### src/rtl/tsc_pkg.sv
package tsc_pkg;
    localparam logic [4:0] DEV_ID = 5'b11000;

    typedef enum logic [1:0] {
        K_FHI,
        K_FLO,
        K_CTRL,
        K_PORT
    } wr_kind_e;

    typedef enum logic [2:0] {
        ST_IDLE,
        ST_ADDR,
        ST_AACK,
        ST_WDATA,
        ST_DACK,
        ST_TX,
        ST_RACK,
        ST_IGNORE
    } eng_st_e;
endpackage

### src/rtl/tsc_sync.sv
module tsc_sync #(
    parameter int STAGES = 2
) (
    input  logic clk,
    input  logic rst_n,
    input  logic scl_i,
    input  logic sda_i,
    output logic scl_s,
    output logic sda_s,
    output logic scl_rise,
    output logic scl_fall,
    output logic start_ev,
    output logic stop_ev
);
    localparam int LINES = 2;

    logic [LINES-1:0] raw;
    logic [LINES-1:0] sy;
    logic [LINES-1:0] prev_d, prev_q;

    assign raw = {scl_i, sda_i};

    genvar g;
    for (g = 0; g < LINES; g++) begin : g_line
        logic [STAGES-1:0] ch_d, ch_q;
        always_comb ch_d = {ch_q[STAGES-2:0], raw[g]};
        always_ff @(posedge clk or negedge rst_n) begin
            if (!rst_n) ch_q <= '1;
            else        ch_q <= ch_d;
        end
        assign sy[g] = ch_q[STAGES-1];
    end

    always_comb prev_d = sy;

    always_ff @(posedge clk or negedge rst_n) begin
        if (!rst_n) prev_q <= '1;
        else        prev_q <= prev_d;
    end

    assign scl_s    = sy[1];
    assign sda_s    = sy[0];
    assign scl_rise = sy[1] & ~prev_q[1];
    assign scl_fall = ~sy[1] & prev_q[1];
    assign start_ev = sy[1] & prev_q[1] & prev_q[0] & ~sy[0];
    assign stop_ev  = sy[1] & prev_q[1] & ~prev_q[0] & sy[0];
endmodule

### src/rtl/tsc_engine.sv
module tsc_engine
    import tsc_pkg::*;
#(
    parameter int BYTE_W = 8,
    parameter int SEL_W  = 2
) (
    input  logic              clk,
    input  logic              rst_n,
    input  logic              scl_rise,
    input  logic              scl_fall,
    input  logic              sda_s,
    input  logic              start_ev,
    input  logic              stop_ev,
    input  logic [SEL_W-1:0]  addr_sel,
    input  logic [BYTE_W-1:0] status,
    output logic              sda_oe,
    output logic              wr_vld,
    output wr_kind_e          wr_kind,
    output logic [BYTE_W-1:0] wr_data,
    output logic              por_clr
);
    localparam int CNT_W = $clog2(BYTE_W + 1);
    localparam logic [CNT_W-1:0] FULL = CNT_W'(BYTE_W);
    localparam logic [CNT_W-1:0] LAST = CNT_W'(BYTE_W - 1);

    typedef struct packed {
        eng_st_e           st;
        logic [CNT_W-1:0]  cnt;
        logic [BYTE_W-1:0] sh;
        logic [BYTE_W-1:0] tx;
        logic              sda_oe;
        logic              rw;
        logic              second;
        logic              pair;
        logic              rd_seen;
        logic              mnack;
    } eng_t;

    eng_t d, q;
    logic addr_hit;

    assign addr_hit = (q.sh[BYTE_W-1:1] == {DEV_ID, addr_sel});

    always_comb begin
        d       = q;
        wr_vld  = 1'b0;
        wr_kind = K_FHI;
        wr_data = q.sh;
        por_clr = 1'b0;
        if (stop_ev) begin
            d.st      = ST_IDLE;
            d.sda_oe  = 1'b0;
            por_clr   = q.rd_seen;
            d.rd_seen = 1'b0;
        end else if (start_ev) begin
            d.st     = ST_ADDR;
            d.cnt    = '0;
            d.sda_oe = 1'b0;
        end else begin
            case (q.st)
                ST_ADDR, ST_WDATA: begin
                    if (scl_rise && q.cnt < FULL) begin
                        d.sh  = {q.sh[BYTE_W-2:0], sda_s};
                        d.cnt = q.cnt + 1'b1;
                    end else if (scl_fall && q.cnt == FULL) begin
                        if (q.st == ST_ADDR) begin
                            if (addr_hit) begin
                                d.rw      = q.sh[0];
                                d.rd_seen = q.rd_seen | q.sh[0];
                                d.second  = 1'b0;
                                d.sda_oe  = 1'b1;
                                d.st      = ST_AACK;
                            end else begin
                                d.st = ST_IGNORE;
                            end
                        end else begin
                            wr_vld = 1'b1;
                            if (!q.second) begin
                                wr_kind  = q.sh[BYTE_W-1] ? K_CTRL : K_FHI;
                                d.pair   = q.sh[BYTE_W-1];
                                d.second = 1'b1;
                            end else begin
                                wr_kind  = q.pair ? K_PORT : K_FLO;
                                d.second = 1'b0;
                            end
                            d.sda_oe = 1'b1;
                            d.st     = ST_DACK;
                        end
                    end
                end
                ST_AACK: begin
                    if (scl_fall) begin
                        d.cnt = '0;
                        if (q.rw) begin
                            d.tx     = status;
                            d.sda_oe = ~status[BYTE_W-1];
                            d.st     = ST_TX;
                        end else begin
                            d.sda_oe = 1'b0;
                            d.st     = ST_WDATA;
                        end
                    end
                end
                ST_DACK: begin
                    if (scl_fall) begin
                        d.sda_oe = 1'b0;
                        d.cnt    = '0;
                        d.st     = ST_WDATA;
                    end
                end
                ST_TX: begin
                    if (scl_fall) begin
                        if (q.cnt == LAST) begin
                            d.sda_oe = 1'b0;
                            d.st     = ST_RACK;
                        end else begin
                            d.tx     = {q.tx[BYTE_W-2:0], 1'b0};
                            d.sda_oe = ~q.tx[BYTE_W-2];
                            d.cnt    = q.cnt + 1'b1;
                        end
                    end
                end
                ST_RACK: begin
                    if (scl_rise) begin
                        d.mnack = sda_s;
                    end else if (scl_fall) begin
                        if (q.mnack) begin
                            d.st = ST_IGNORE;
                        end else begin
                            d.tx     = status;
                            d.sda_oe = ~status[BYTE_W-1];
                            d.cnt    = '0;
                            d.st     = ST_TX;
                        end
                    end
                end
                default: ;
            endcase
        end
    end

    always_ff @(posedge clk or negedge rst_n) begin
        if (!rst_n) begin
            q         <= '0;
            q.st      <= ST_IDLE;
        end else begin
            q <= d;
        end
    end

    assign sda_oe = q.sda_oe;


    idle_release_chk: assert property (@(posedge clk) disable iff (!rst_n)
        (q.st == ST_IDLE) |-> !q.sda_oe);


    ignore_release_chk: assert property (@(posedge clk) disable iff (!rst_n)
        (q.st == ST_IGNORE) |-> !q.sda_oe);


    stop_release_chk: assert property (@(posedge clk) disable iff (!rst_n)
        stop_ev |=> !q.sda_oe);


    bitcnt_range_chk: assert property (@(posedge clk) disable iff (!rst_n)
        q.cnt <= FULL);
endmodule

### src/rtl/tsc_regs.sv
module tsc_regs
    import tsc_pkg::*;
#(
    parameter int DIV_W  = 15,
    parameter int BYTE_W = 8,
    parameter int PORT_W = 6
) (
    input  logic              clk,
    input  logic              rst_n,
    input  logic              wr_vld,
    input  wr_kind_e          wr_kind,
    input  logic [BYTE_W-1:0] wr_data,
    input  logic              por_clr,
    output logic [DIV_W-1:0]  div_ratio,
    output logic              cp_high,
    output logic              test_route,
    output logic              pump_off,
    output logic              drive_off,
    output logic [PORT_W-1:0] port_on,
    output logic              por
);
    localparam int HI_W = DIV_W - BYTE_W;

    typedef struct packed {
        logic [DIV_W-1:0]  div;
        logic              cp;
        logic              tst;
        logic              poff;
        logic              doff;
        logic [PORT_W-1:0] ports;
        logic              por;
    } regs_t;

    regs_t d, q;

    always_comb begin
        d = q;
        if (wr_vld) begin
            case (wr_kind)
                K_FHI:  d.div[DIV_W-1:BYTE_W] = wr_data[HI_W-1:0];
                K_FLO:  d.div[BYTE_W-1:0]     = wr_data;
                K_CTRL: begin
                    d.cp   = wr_data[6];
                    d.tst  = wr_data[5];
                    d.poff = wr_data[4];
                    d.doff = wr_data[0];
                end
                default: d.ports = {wr_data[7:3], wr_data[0]};
            endcase
        end
        if (por_clr) d.por = 1'b0;
    end

    always_ff @(posedge clk or negedge rst_n) begin
        if (!rst_n) begin
            q     <= '0;
            q.por <= 1'b1;
        end else begin
            q <= d;
        end
    end

    assign div_ratio  = q.div;
    assign cp_high    = q.cp;
    assign test_route = q.tst;
    assign pump_off   = q.poff;
    assign drive_off  = q.doff;
    assign port_on    = q.ports;
    assign por        = q.por;


    por_norise_chk: assert property (@(posedge clk) disable iff (!rst_n)
        !$rose(q.por));


    div_only_on_write_chk: assert property (@(posedge clk) disable iff (!rst_n)
        !$stable(q.div) |-> $past(wr_vld));


    ports_only_on_write_chk: assert property (@(posedge clk) disable iff (!rst_n)
        !$stable(q.ports) |-> $past(wr_vld));
endmodule

### src/rtl/tuner_ctrl_slave.sv
module tuner_ctrl_slave
    import tsc_pkg::*;
#(
    parameter int SYNC_STAGES = 2,
    parameter int DIV_W       = 15,
    parameter int PORT_W      = 6
) (
    input  logic              clk,
    input  logic              rst_n,
    input  logic              scl_i,
    input  logic              sda_i,
    input  logic [1:0]        addr_sel_i,
    input  logic              lock_i,
    input  logic [2:0]        port_lvl_i,
    input  logic [2:0]        adc_code_i,
    output logic              sda_oe_o,
    output logic [DIV_W-1:0]  div_ratio_o,
    output logic              cp_high_o,
    output logic              test_route_o,
    output logic              pump_off_o,
    output logic              drive_off_o,
    output logic [PORT_W-1:0] port_on_o
);
    localparam int BYTE_W = 8;

    logic scl_s, sda_s, scl_rise, scl_fall, start_ev, stop_ev;
    logic wr_vld, por_clr, por;
    wr_kind_e wr_kind;
    logic [BYTE_W-1:0] wr_data, status;

    assign status = {por, lock_i, port_lvl_i, adc_code_i};

    tsc_sync #(.STAGES(SYNC_STAGES)) u_sync (
        .clk      (clk),
        .rst_n    (rst_n),
        .scl_i    (scl_i),
        .sda_i    (sda_i),
        .scl_s    (scl_s),
        .sda_s    (sda_s),
        .scl_rise (scl_rise),
        .scl_fall (scl_fall),
        .start_ev (start_ev),
        .stop_ev  (stop_ev)
    );

    tsc_engine #(.BYTE_W(BYTE_W), .SEL_W(2)) u_eng (
        .clk      (clk),
        .rst_n    (rst_n),
        .scl_rise (scl_rise),
        .scl_fall (scl_fall),
        .sda_s    (sda_s),
        .start_ev (start_ev),
        .stop_ev  (stop_ev),
        .addr_sel (addr_sel_i),
        .status   (status),
        .sda_oe   (sda_oe_o),
        .wr_vld   (wr_vld),
        .wr_kind  (wr_kind),
        .wr_data  (wr_data),
        .por_clr  (por_clr)
    );

    tsc_regs #(.DIV_W(DIV_W), .BYTE_W(BYTE_W), .PORT_W(PORT_W)) u_regs (
        .clk        (clk),
        .rst_n      (rst_n),
        .wr_vld     (wr_vld),
        .wr_kind    (wr_kind),
        .wr_data    (wr_data),
        .por_clr    (por_clr),
        .div_ratio  (div_ratio_o),
        .cp_high    (cp_high_o),
        .test_route (test_route_o),
        .pump_off   (pump_off_o),
        .drive_off  (drive_off_o),
        .port_on    (port_on_o),
        .por        (por)
    );


    no_drive_in_start_chk: assert property (@(posedge clk) disable iff (!rst_n)
        start_ev |=> !sda_oe_o);
endmodule

### config.mk
export PLATFORM = sky130hd
export DESIGN_NAME = tuner_ctrl_slave
export DESIGN_NICKNAME = d
export VERILOG_FILES = /design/src/rtl/tsc_pkg.sv /design/src/rtl/tsc_sync.sv /design/src/rtl/tsc_engine.sv /design/src/rtl/tsc_regs.sv /design/src/rtl/tuner_ctrl_slave.sv
export SDC_FILE = /design/constraint.sdc
export NUM_CORES = 1
export LEC_CHECK = 0
export ABC_AREA = 1
export CORE_ASPECT_RATIO = 1.4
export CORE_MARGIN = 3
export CORE_UTILIZATION = 35
export CTS_CLUSTER_SIZE = 25
export DETAILED_ROUTE_END_ITERATION = 16
export GPL_ROUTABILITY_DRIVEN = 0
export PLACE_DENSITY = 0.59
export SETUP_SLACK_MARGIN = 0.5
export SYNTH_ARGS = -nofsm -noshare
export SYNTH_HDL_FRONTEND = slang
export SYNTH_SLANG_ARGS = --single-unit
### constraint.sdc
create_clock -name clk -period 2.6 [get_ports clk]
set_input_delay 0.39 -clock clk [delete_from_list [all_inputs] [get_ports clk]]
set_output_delay 0.39 -clock clk [all_outputs]
set_load 0.05 [all_outputs]
Yosys cells after proc, flatten, opt, wreduce, memory -nomap -nowiden:

Index checks and enable logic that the tools add are counted.

* bits in latches: 0
* word-level logic and storage cells: 172
* memories: 0
* memory bits (writable): 0
* bits in read-only memories: 0
* bits in registers: 60
* output and inout port bits: 26
* input port bits: 13

* bitwise logic cells: 20
* divide/modulo/power cells: 0
* $lt $le $gt $ge: 1
* multiplexer cells: 64
* reductions and logical operators: 26
* add/subtract/negate cells: 1
* multipliers: 0
* shifts and indexed selects: 0
* equal/unequal tests: 39

Operators by type and width (count)
* two-way mux 7 bit: 8
* two-way mux 8 bit: 5
* case mux 7 bit (5 select lines): 1
* AND reduction 10 bit: 3
* two-way mux 1 bit: 24
* two-way mux 3 bit: 8
* != test 4 x 3 -> 1 bit, second input constant: 6
* two-way mux 2 bit: 11
* case mux 7 bit (3 select lines): 1
* != test 3 x 2 -> 1 bit, second input constant: 5
* AND reduction 7 bit: 2
* two-way mux 12 bit: 1
* != test 2 x 1 -> 1 bit, second input constant: 6
* != test 4 bit, second input constant: 3
* inverter 1 bit: 12
* AND reduction 6 bit: 2
* two-way mux 5 bit: 2
* equality test 3 bit, second input constant: 3
* != test 3 bit, second input constant: 3
* AND reduction 9 bit: 1
* two-way mux 4 bit: 2
* != test 2 bit, second input constant: 4
* AND reduction 2 bit: 4
* AND reduction 4 bit: 2
* other kinds (21): 32

Longest topological paths before layout:

Gate-level depths: netlist (run 1).

* word-level depth: 12
* mapped depth: 12
* mapped depth without buffers: 11

Modules after synthesis:

A second synthesis (run 1) with hierarchy kept.

* cells, all modules: 380
* area, all modules: 3144.3 um^2

By module, submodules not included
* tsc_engine: cells each 247, seq. area each 700.7 um^2, area an instance 1830.5 um^2, times used 1
* tsc_regs: cells each 116, seq. area each 651.9 um^2, area an instance 1114.8 um^2, times used 1
* tsc_sync: cells each 17, seq. area each 157.7 um^2, area an instance 198.9 um^2, times used 1

Least setup slack after synthesis (run 1):

Ideal clock, no wire load.

* path kind: register to register
* start: register u_sync.prev_q[1]
* end: register u_regs.q, in the netlist u_regs.port_on[3]
* setup time: 123 ps
* stages on the path, launching flop included: 9
* required time: 2477 ps
* period minus slack after synthesis: 1536 ps
* buffers on the path: 1
* slack: 1064 ps
* data arrival time: 1413 ps
* cell sequence: dfstp_2 -> nand2_2 -> inv_2 -> nand3_4 -> nor3_4 -> nand2_2 -> buf_6 -> nand2_1 -> o21ai_2

* word-level cells in the longest chain between the ends: 11
* elaborated cells between the ends (all ways): 26
* those cells by class: eq/ne (2); mux (10); bitwise (9); reduce/logical (5)

RTL lines
* from (decl): RTL line tsc_sync.sv:19 `logic [LINES-1:0] prev_d, prev_q;`
* from (signal assigned): RTL line tsc_sync.sv:38 `else prev_q <= prev_d;`
* bitwise AND 1 bit / inverter 1 bit (equally long branches): RTL line tsc_sync.sv:44, tsc_sync.sv:43
* logical AND 1 bit / bitwise AND 1 bit (equally long branches): RTL line tsc_engine.sv:65, tsc_sync.sv:43
* two-way mux 2 bit / logical AND 1 bit (equally long branches): RTL line tsc_engine.sv:65, tsc_engine.sv:62
* two-way mux 2 bit: RTL line tsc_engine.sv:62 `if (scl_rise && q.cnt < FULL) begin`
* two-way mux 2 bit: RTL line tsc_engine.sv:60 `case (q.st)`
* two-way mux 2 bit: RTL line tsc_engine.sv:55 `end else if (start_ev) begin`
* two-way mux 2 bit: RTL line tsc_engine.sv:50 `if (stop_ev) begin`
* equality test 2 x 1 -> 1 bit, or another cell as far along: RTL line tsc_regs.sv:39 `case (wr_kind)`
* OR reduction 3 bit (no line)
* inverter 1 bit (no line)
* AND reduction 2 bit (no line) *
* to (decl): RTL line tsc_regs.sv:34 `regs_t d, q;`

Mark *: on every way between the ends. The rest lies on a longest branch, timed or not.
A chain may end at the register's enable or synchronous reset.

Worst setup path after layout (run 1):

* start: register u_regs.q, in the netlist u_regs.div_ratio[6]
* end: output port div_ratio_o[6]

RTL lines
* to (decl): RTL line tuner_ctrl_slave.sv:17 `output logic [DIV_W-1:0] div_ratio_o,`

No word-level cell between the ends.

==> results.json, run 1 <==
{
  "drc": 0,
  "powerDensity_nw_per_um2": 929,
  "syn_inst": 352,
  "drtIter0Drc": 161,
  "fin_tns_setup_ps": 0,
  "finalMaxSlewViolations": 0,
  "num_rows": 39,
  "vias": 2427,
  "holdWs_ps": 87.0,
  "cp_slowest_cell": "clkdlybuf4s50_1",
  "drt-total-wl_mm": 6.92,
  "drv_cap": 0,
  "p_leak_nw": 1.79,
  "worstPathRequired_ps": 2210,
  "crit_fanout": 2,
  "port-buffer-count": 38,
  "drive_above_1_share": 0.198,
  "synth_area_um2": 3050,
  "critical_path.endpoint_type": "output pin",
  "fmax_ghz": 0.528,
  "path_class": "register to output pin",
  "synthesis.nets": 367,
  "grt_pass1_wl_mm": 12.0,
  "worstSetupStartpointType": "register",
  "cts_tree": "done",
  "peakVddDrop_mv": 0.515,
  "cpPeakStageDelay_ps": 810,
  "core_area_um2": 8300,
  "vias_per_cell": 4.84,
  "cp_top_family": "buffers and inverters",
  "async_flop_share": 1.00,
  "fin_crit_ps": 1890,
  "cp_cell_sequence": "clkdlybuf4s50_1",
  "cp_num_buf_inv": 1,
  "grt_max_degree": 27,
  "firstDrtPassIters": 4,
  "setup_slack_ps": 707,
  "clk_path_buf_depth": 2,
  "synthFlopType": "dfrtp_1",
  "cts-root-buf": "clkbuf_16",
  "gr-usage-met3": 0.0445,
  "skew_ps": 7.26,
  "ys_types": 30,
  "die-width_um": 84.9,
  "cts.sinks": 60,
  "rsz0062_at_grt": "no",
  "dp_slack_ps": 695,
  "syn2layout_area_growth_pct": 24.8,
  "tightest_slew_ps": 637,
  "die-height_um": 116,
  "ys_seq_elements": 60,
  "grt_pass1_vias": 2528,
  "n_antenna_cell": 0,
  "grt-ovfl-total": 0,
  "synth-edff-count": 0,
  "cts_max_level": 3,
  "layout_common_cells": "nand2_1 (96), dfrtp_1 (53), clkdlybuf4s50_1 (37)",
  "ys_seq_area_frac": 0.495,
  "wl_per_cell_um": 13.8,
  "grt_use_met1": 0.184,
  "timing.final.crit_share": 0.728,
  "avgSynthCellArea_um2": 8.66,
  "worst_ep_arrival_time_ps": 1500,
  "status": "complete, no violations",
  "yosysWarnings": 0,
  "numCtsBuffers": 9,
  "io_pins": 39,
  "initial_core_util": 0.367,
  "grt_use_met2": 0.259,
  "final_hold_viol_count": 0,
  "grt_most_used_layer": "met2",
  "hold_class": "input port to async pin",
  "max_slew_margin": 0.575,
  "postRouteAntennaNets": 0,
  "setup_viol": 0,
  "cts.clk_slew.worst_paths_ps": 50,
  "nets": 409,
  "insertion_delay_ps": 330,
  "post_cts_buffers": 0,
  "antenna_found_initial": 0,
  "final_common_cell": "nand2_1",
  "hpwl_mm": 5.05,
  "grt_usage": 0.156,
  "die-area_um2": 9880
}
-- metal layers --
| layer | up-vias | wire [µm] |
|---|---|---|
| li1 | 1216 | - |
| met1 | 1154 | 2950 |
| met2 | 42 | 3530 |
| met3 | 15 | 242 |
| met4 | 0 | 194 |
| met5 | - | 0 |
-- logic make-up after synthesis --
logic type | after synthesis | share of synthesized area
adder cells (fa/ha/maj) | 2 | 0.00821
AND/OR/NAND/NOR | 176 | 0.273
buffers and inverters | 46 | 0.0710
XOR/XNOR | 2 | 0.00575
multiplexers | 6 | 0.0197
AO/OA/AOI/OAI | 60 | 0.127
flip-flops | 60 | 0.495
-- cell usage after synthesis (3+ instances only) --
cell	number	area share
a21oi_1	7	0.011
mux2i_1	6	0.020
inv_2	7	0.0086
dfstp_2	7	0.060
buf_4	3	0.0074
o21ai_2	21	0.060
dfrtp_1	53	0.44
o21ai_1	10	0.016
nand2_2	10	0.021
nand3_1	28	0.046
o21ai_0	19	0.031
nor2_1	24	0.030
inv_1	30	0.037
nor2_2	4	0.0082
buf_6	4	0.015
nand2_1	96	0.12
-- where the power goes --
group	internal (mW)	switching, mW
combinational	0.349	0.744
sequential	1.08	0.136
clock	0.795	0.429
total	2.23	1.31
-- layout make-up --
cell class | count | area (µm²)
clock buffers | 11 | 253
clock inverters | 5 | 58.8
fillers | 810 | 4490
inverters | 37 | 139
multi-input cells | 246 | 1330
flip-flops and latches | 60 | 1510
well taps | 102 | 128
repair buffers | 40 | 390
-- metrics by stage --
step           instance area, µm²  power (mW)  std cells   util
2_1_floorplan                3050        2.09        352      -
3_3_place_gp                 3490        2.31        485  0.421
3_5_place_dp                 3490        2.32        485  0.421
4_1_cts                      3800        3.57        501  0.458
5_1_grt                      3800        3.82        501  0.459
6_report                     3800        3.54        501  0.459
-- what timing repair did --
item,CTS,global route
endpoints found under the hold margin,0,0
setup endpoints to repair,0,7
hold buffers,0,0
gates resized for setup,0,1
-- sequential cells by signal, indices dropped and copies added, names as in the netlist --
signal / count
u_regs.drive_off: 1
u_eng.q: 19
u_regs.test_route: 1
u_eng.wr_data: 8
u_regs.cp_high: 1
u_eng.sda_oe: 1
u_regs.por: 1
u_sync.prev_q: 2
u_regs.port_on: 6
u_sync.g_line.ch_q: 4
u_regs.pump_off: 1
u_regs.div_ratio: 15
-- final timing paths --
path	from	to	slack (ps)	cells past startpoint
worst min-delay path	rst_n	u_regs.div_ratio[3]	90	1
worst max-delay path	u_regs.div_ratio[6]	div_ratio_o[6]	710	1
worst min register to register	u_sync.g_line[1].ch_q[0]	u_sync.g_line[1].ch_q[1]	350	0
max in group asynchronous	rst_n	u_sync.prev_q[0]	1770	2
worst max register to register	u_sync.prev_q[1]	u_eng.q[2]	790	6
min in group clk	u_sync.g_line[1].ch_q[0]	u_sync.g_line[1].ch_q[1]	350	0
Note: power is estimated with default switching activity, not from simulation.
==> run 2, diff against run 1 <==
==> constraint.sdc (replaced) <==
create_clock -name clk -period 1.9 [get_ports clk]
set_input_delay 0.285 -clock clk [delete_from_list [all_inputs] [get_ports clk]]
set_output_delay 0.285 -clock clk [all_outputs]
set_load 0.05 [all_outputs]
==> results.json, run 2 (synthesis gave the netlist of run 1 again) <==
{
  "clk_path_buf_depth": 2,
  "stdcell_count": 536,
  "peakVddDrop_mv": 0.922,
  "cts.sinks": 60,
  "grt_max_degree": 48,
  "grt_pass1_vias": 2820,
  "powerDensity_nw_per_um2": 1240,
  "cts_max_level": 3,
  "n_antenna_cell": 0,
  "port-buffer-count": 38,
  "setup_viol": 0,
  "timing.final.crit_share": 0.863,
  "largest_register_ffs": 19,
  "path_class": "register to register",
  "num_rows": 39,
  "tightest_slew_ps": 389,
  "top_register": "u_eng.q",
  "drv_cap": 0,
  "p_leak_nw": 2.06,
  "fmax_ghz": 0.610,
  "cts.clk_slew.worst_paths_ps": 50,
  "final_common_cell": "nand2_1",
  "worst_ep_arrival_time_ps": 1860,
  "dp.cells": 488,
  "rsz0062_at_grt": "yes",
  "die-width_um": 84.9,
  "drtIter0Drc": 116,
  "drt-total-wl_mm": 8.13,
  "max_slew_margin": 0.740,
  "fin_tns_setup_ps": 0,
  "syn2layout_area_growth_pct": 47.1,
  "grt_usage": 0.170,
  "drc": 0,
  "vias": 2676,
  "fin_crit_ps": 1640,
  "status": "complete, no violations",
  "cts-root-buf": "clkbuf_16",
  "postRouteAntennaNets": 0,
  "layout_common_cells": "nand2_1 (68), dfrtp_1 (49), nand2_2 (28)",
  "die-height_um": 116,
  "core_area_um2": 8300,
  "grt-ovfl-total": 0,
  "hold_class": "register to register",
  "initial_core_util": 0.367,
  "wl_per_cell_um": 15.2,
  "fill_cells": 745,
  "nets": 444,
  "skew_ps": 5.93,
  "grt_pass1_wl_mm": 13.2,
  "die-area_um2": 9880,
  "worstSetupStartpointType": "register",
  "crit_fanout": 4,
  "finalMaxSlewViolations": 0,
  "cts_tree": "done",
  "antenna_found_initial": 0,
  "drive_above_1_share": 0.459,
  "vias_per_cell": 4.99,
  "worstPathRequired_ps": 2120,
  "io_pins": 39,
  "hpwl_mm": 5.23,
  "insertion_delay_ps": 330,
  "firstDrtPassIters": 4,
  "numCtsBuffers": 9,
  "final_hold_viol_count": 0,
  "critical_path.endpoint_type": "register"
}
[run 2: routing by layer]
| metal | vias to the layer above | track usage | part of all wire |
|---|---|---|---|
| met3 | 34 | 0.0353 | 0.034 |
| met2 | 68 | 0.303 | 0.52 |
| met1 | 1274 | 0.182 | 0.40 |
| li1 | 1300 | - | - |
| met5 | - | 0 | 0 |
| met4 | 0 | 0.111 | 0.050 |
[run 2: layout make-up]
type,instances,area (µm²),area share
Clock buffer,12,246,0.0550
Clock inverter,4,73.8,0.0165
Inverter,37,149,0.0332
Multi-Input combinational cell,251,1690,0.377
Sequential cell,60,1520,0.338
Tap cell,102,128,0.0285
Timing Repair Buffer,70,682,0.152
[run 2: timing repair]
action | CTS | global route
hold buffers | 1 | 0
setup endpoints to repair | 78 | 54
pin swaps | 12 | 17
cloned | 3 | 2
hold endpoints to repair | 13 | 0
buffers inserted | 21 | 5
resized for setup | 129 | 53
[run 2: through the flow]
| step | instance area (µm²) | setup WS, ps | utilization | hold slack (ps) | power [mW] |
|---|---|---|---|---|---|
| 5_1_grt | 4480 | 191 | 0.541 | 363 | 5.90 |
| 3_3_place_gp | 3560 | 161 | 0.429 | 227 | 3.24 |
| 6_report | 4480 | 260 | 0.541 | 354 | 5.58 |
| 4_1_cts | 4300 | 309 | 0.519 | 350 | 5.40 |
| 3_5_place_dp | 3560 | 151 | 0.429 | 228 | 3.27 |
| 2_1_floorplan | 3090 | 383 | - | -10.6 | 2.91 |
[run 2: worst max-delay path, cell delays in order (launching register included)]
cell and delay, ps:
dfstp_2 570, inv_2 50, nand2_2 80, inv_4 60, buf_4 140, nor2_2 140
nand2_1 100, nand2_2 100, nor2_4 50, buf_4 130, nand3b_1 70, nand2_1 50
[run 2: report_power, final]
group / total [mW] / switching, mW / internal, mW
clock network: 1.76 / 0.578 / 1.18
registers: 1.65 / 0.160 / 1.49
logic: 2.17 / 1.36 / 0.806
total: 5.58 / 2.10 / 3.48
[run 2: final timing paths]
path	start	end	slack, ps	cells after the start
max	u_sync.g_line[1].ch_q[1]	u_eng.q[24]	260	11
min	u_sync.g_line[1].ch_q[0]	u_sync.g_line[1].ch_q[1]	350	0
max reg2reg	u_sync.g_line[1].ch_q[1]	u_eng.q[24]	260	11
min reg2reg	u_sync.g_line[1].ch_q[0]	u_sync.g_line[1].ch_q[1]	350	0
max in group asynchronous	rst_n	u_sync.g_line[0].ch_q[0]	860	3
min in group asynchronous	rst_n	u_eng.q[24]	400	2
